`src/rtl/sfmt_pkg.sv`:
```
package sfmt_pkg;

  typedef enum logic [2:0] {
    PAT_REAL0  = 3'b000,
    PAT_EVN00  = 3'b001,
    PAT_CHK_AA = 3'b010,
    PAT_CHK_55 = 3'b011,
    PAT_CNT    = 3'b100,
    PAT_NCNT   = 3'b101,
    PAT_EVNFF  = 3'b110,
    PAT_REAL7  = 3'b111
  } pat_code_e;

  // Byte chosen for one transfer, before nibble formatting.
  function automatic logic [7:0] pattern_byte(
    input logic       synth,
    input logic [2:0] code,
    input logic       odd,
    input logic [7:0] cnt,
    input logic [7:0] real_b
  );
    logic [7:0] r;
    if (!synth) begin
      r = real_b;
    end else begin
      case (pat_code_e'(code))
        PAT_EVN00:  r = odd ? 8'hFF : 8'h00;
        PAT_CHK_AA: r = 8'hAA;
        PAT_CHK_55: r = 8'h55;
        PAT_CNT:    r = cnt;
        PAT_NCNT:   r = ~cnt;
        PAT_EVNFF:  r = odd ? 8'h00 : 8'hFF;
        default:    r = real_b;
      endcase
    end
    return r;
  endfunction

  // Lane layout on the bus: whole byte, or one nibble on both halves.
  function automatic logic [7:0] lane_byte(
    input logic       nib,
    input logic       second,
    input logic [7:0] b
  );
    logic [3:0] n;
    n = second ? b[3:0] : b[7:4];
    return nib ? {n, n} : b;
  endfunction

endpackage

```
`src/rtl/sfmt_index.sv`:
```
module sfmt_index #(
  parameter int IDX_W = 16
) (
  input  logic             clk,
  input  logic             rst_n,
  input  logic             clr,
  input  logic             step,
  input  logic             nib_mode,
  output logic [IDX_W-1:0] idx,
  output logic             half,
  output logic             done
);

  assign done = step && (!nib_mode || half);

  always_ff @(posedge clk or negedge rst_n) begin
    if (!rst_n) begin
      idx  <= '0;
      half <= 1'b0;
    end else if (clr) begin
      idx  <= '0;
      half <= 1'b0;
    end else if (step) begin
      half <= nib_mode ? ~half : 1'b0;
      if (done) idx <= idx + 1'b1;
    end
  end

endmodule

```
`src/rtl/sfmt_pattern.sv`:
```
module sfmt_pattern #(
  parameter int IDX_W = 16
) (
  input  logic [IDX_W-1:0] idx,
  input  logic             test_en,
  input  logic [2:0]       pat_sel,
  input  logic [7:0]       src_data,
  output logic [7:0]       pat_byte
);
  import sfmt_pkg::*;

  logic [7:0] cnt8;

  generate
    if (IDX_W >= 8) begin : g_wide
      assign cnt8 = idx[7:0];
    end else begin : g_narrow
      assign cnt8 = {{(8-IDX_W){1'b0}}, idx};
    end
  endgenerate

  assign pat_byte = pattern_byte(test_en, pat_sel, idx[0], cnt8, src_data);

endmodule

```
`src/rtl/sfmt_lane.sv`:
```
module sfmt_lane (
  input  logic       nib_mode,
  input  logic       half,
  input  logic [7:0] in_byte,
  output logic [7:0] lane
);
  import sfmt_pkg::*;

  assign lane = lane_byte(nib_mode, half, in_byte);

endmodule

```
`src/rtl/sci_pattern_fmt.sv`:
```
module sci_pattern_fmt #(
  parameter int IDX_W = 16
) (
  input  logic             clk,
  input  logic             rst_n,
  input  logic             blk_start,
  input  logic             rd_stb,
  input  logic             test_en,
  input  logic [2:0]       pat_sel,
  input  logic             nib_mode,
  input  logic [7:0]       src_data,
  output logic [7:0]       rd_data,
  output logic             src_take,
  output logic [IDX_W-1:0] byte_idx
);

  logic       rd_accept;
  logic       byte_done;
  logic       nib_half;
  logic [7:0] pat_byte;
  logic [7:0] lane_val;

  assign rd_accept = rd_stb && !blk_start;

  sfmt_index #(.IDX_W(IDX_W)) u_index (
    .clk      (clk),
    .rst_n    (rst_n),
    .clr      (blk_start),
    .step     (rd_accept),
    .nib_mode (nib_mode),
    .idx      (byte_idx),
    .half     (nib_half),
    .done     (byte_done)
  );

  sfmt_pattern #(.IDX_W(IDX_W)) u_pattern (
    .idx      (byte_idx),
    .test_en  (test_en),
    .pat_sel  (pat_sel),
    .src_data (src_data),
    .pat_byte (pat_byte)
  );

  sfmt_lane u_lane (
    .nib_mode (nib_mode),
    .half     (nib_half),
    .in_byte  (pat_byte),
    .lane     (lane_val)
  );

  always_ff @(posedge clk or negedge rst_n) begin
    if (!rst_n) begin
      rd_data  <= 8'h00;
      src_take <= 1'b0;
    end else begin
      src_take <= byte_done;
      if (rd_accept) rd_data <= lane_val;
    end
  end

endmodule

```
`config.mk`:
```
export PLATFORM = sky130hd
export DESIGN_NAME = sci_pattern_fmt
export DESIGN_NICKNAME = d
export VERILOG_FILES = /design/src/rtl/sfmt_pkg.sv /design/src/rtl/sfmt_index.sv /design/src/rtl/sfmt_pattern.sv /design/src/rtl/sfmt_lane.sv /design/src/rtl/sci_pattern_fmt.sv
export SDC_FILE = /design/constraint.sdc
export NUM_CORES = 1
export LEC_CHECK = 0
export CAP_MARGIN = 10
export CORE_MARGIN = 4
export CORE_UTILIZATION = 50
export DETAILED_ROUTE_END_ITERATION = 8
export GPL_ROUTABILITY_DRIVEN = 0
export GPL_TIMING_DRIVEN = 1
export PLACE_DENSITY = 0.81
export SYNTH_ARGS = -nofsm -noshare
export SYNTH_HDL_FRONTEND = slang
export SYNTH_SLANG_ARGS = --single-unit
export TNS_END_PERCENT = 10
```
`constraint.sdc`:
```
create_clock -name clk -period 4.6 [get_ports clk]
set_clock_uncertainty 0.05 [all_clocks]
set_input_delay 1.15 -clock clk [delete_from_list [all_inputs] [get_ports clk]]
set_output_delay 1.15 -clock clk [all_outputs]
set_load 0.005 [all_outputs]
```
==> qor.yml <==
synthesis:
  netlist_top_cells_area: "dfrtp_1 38%, xnor2_1 5.6%, nor2_1 4.8%, nor4_2 4.3%, xor2_1 4.1%"
  synth_area_um2: 1728
  ys.flop_type: "dfrtp_1"
  syn_nets: 205
  synth_warnings: 0
  ys_types: 48
  syn_area_per_cell_um2: 9.240
  synthCells: 187
  synth_edf_count: 0
  synth_top_cell_by_area: "dfrtp_1"
  ys_ff_latch: 26
  synth_top_area_share_pct: 37.65
  seq_area_frac_synth_pct: 37.65
  synthArstFlopShare_pct: 100.0
timing:
  hold_viol: 0
  max_freq_mhz: 341.6
  worst_slew_pin_slew_ns: 0.7589
  min_period_ns: 2.928
  slew_violations: 0
  finalCritPeriodShare_pct: 63.64
  fin_setup_tns_ns: 0
  slew_headroom_pct: 49.25
  setup_viol: 0
  rsz0062_at_grt: "false"
final_layout:
  fin_nets: 242
  regArea_um2: 650.6
  fin_cells: 269
  antenna_cells: 0
  fillers: 304
  final_area_um2: 2200
  multi_input_comb_area_um2: 1010
  area_growth_pct: 27.30
  drive_above_1_share_pct: 9.417
placement:
  placement.cell_area_um2: 2147
  place.port_buffers: 41
  dpl.hpwl_mm: 2.942
  dp.cells: 265
cts:
  clk_pin_slew_ns: 0.15
  clockBufferDepth: 2
  cts.sinks: 26
  cts_setup_buffers: 0
  cts_buffers: 3
  cts-root-buf: "clkbuf_4"
  worstSkewPairLatency_ns: 0.33
  cts_tree: "done"
  hold_buffers: 0
  post_cts_resized: 0
  htreeDepth: 1
global_routing:
  grt_max_degree: 27
  grt_pass1_vias: 1388
  grt_overflow_total: 0
  grt_pass1_wl_mm: 6.513
  grt_usage_pct: 19.01
  antenna_found_initial: 0
detailed_routing:
  ant_nets: 0
  vias_per_cell: 5.550
  wl_per_cell_um: 14.76
  via_count: 1493
  drtPass1Iterations: 4
  drcViolationCount: 0
  wl_mm: 3.970
  drt_iter0_drc: 59
power_and_ir_drop:
  ir_drop_mv: 0.1198
  p_leak_nw: 0.8190
  powerDensity_nw_per_um2: 243.5
worst_setup_path:
  crit_family: "buffers and inverters"
  critPathKind: "in2reg"
  arrival_ns: 3.12
  rrSetupSlack_ns: 2.70
  critPathBufInv: 1
  cp_cell_sequence: "clkdlybuf4s50_1 -> or3b_4 -> a31oi_4 -> nor3_1 -> a211oi_1 -> nor2_1"
  slowest_stage: "clkdlybuf4s50_1"
  crit_fanout: 20
  cp-start-kind: "input pin"
  slowest_delay_ns: 0.91
  end_kind: "flip-flop"
  worstPathRequired_ns: 4.79
floorplan:
  die_height_um: 66.79
  std_cell_rows: 21
  die_w_um: 66.79
  ios: 42
  start_util_pct: 51.78
  die_area_um2: 4460
  core_area_um2: 3337
flow_run:
  drv_cap: 0
run_status:
  status: "complete, no violations"
hold_path:
  hp-class: "reg2reg"
## stage by stage
step	hold slack, ns	util (%)	setup slack (ns)	power (mW)
after CTS	0.4573	65.92	1.682	0.5379
after detailed placement	0.4244	64.34	1.318	0.3796
after floorplan	0.4293	-	2.255	0.3216
after global placement	0.4195	64.34	1.342	0.3774
final	0.4512	65.92	1.672	0.5357
after global routing	0.4917	65.92	1.605	0.5650
## power by group
part           leakage (nW)  switching, mW  internal [mW]  total, mW
Sequential            0.344         0.0104          0.243      0.253
Combinational         0.447         0.0583         0.0631      0.121
Clock                0.0279         0.0732         0.0881      0.161
## placed cells by master (no fill, tap or decap), drive strengths merged, types with 6 or more instances in the layout
master         instances
nor4                   6
a21oi                 10
xor2                   8
nand2                 15
xnor2                 11
dfrtp                 26
clkdlybuf4s50         41
nor2                  22
nor3                  10
nand3                  9
## Yosys cell counts, types with 2 or more instances
cell and n:
o221ai_1 4, nand2_1 14, o211ai_1 5, xnor2_1 11
nand2b_1 5, nor2_1 22, nand4b_1 4, buf_2 3
a21oi_1 9, nand4_1 2, xor2_1 8, or2_1 2
and2_1 2, o2111ai_1 2, nand3b_1 2, dfrtp_1 26
o21ai_1 3, o22a_1 2, nand3_1 9, clkbuf_1 4
buf_4 2, nor2b_1 3, nor4_2 6, inv_1 3
nor3_1 10, a31oi_1 2
## flip-flops by register name, summed over array words and instances (netlist names)
register / cells
u_index.half: 1
rd_data: 8
u_index.idx: 16
src_take: 1
## metal layers
metal  vias to the layer above  GRT usage (%)  part of all wire (%)
met1                       713          26.27                    47
met2                        27          30.69                    49
met4                         0          6.345                   1.0
met5                         -              0                     0
li1                        749              -                     -
met3                         4          2.192                   3.4
## logic make-up after synthesis
family | after synthesis | share of synthesized area (%)
flip-flops | 26 | 37.65
adder cells (fa/ha/maj) | 1 | 0.7240
AND/OR/NAND/NOR | 90 | 31.57
AO/OA/AOI/OAI | 37 | 15.93
multiplexers | 1 | 0.5793
buffers and inverters | 13 | 3.909
XOR/XNOR | 19 | 9.631
## worst register-to-register path, delay by kind of cell, from the launching register on
family / cells / cell delay, ns
XOR/XNOR: 1 / 0.15
adder cells (fa/ha/maj): 1 / 0.24
flip-flops: 1 / 0.61
AND/OR/NAND/NOR: 3 / 0.72
## cell type report
class,instances,share of cell area [%]
clock buffers,3,1.024
clock inverters,1,1.365
inverters,3,0.5119
multi-input cells,148,45.90
flip-flops and latches,26,29.58
well taps,46,2.617
repair buffers,42,19.00
## final timing paths
check	cells after the start	start	end
max	6	pat_sel[0]	rd_data[7]
min	2	rd_data[1]	rd_data[1]
max reg2reg	5	u_index.idx[0]	u_index.idx[12]
min reg2reg	2	rd_data[1]	rd_data[1]
max in group asynchronous	2	rst_n	u_index.idx[11]
min in group asynchronous	2	rst_n	rd_data[4]
Note: power is estimated with default switching activity, not from simulation.
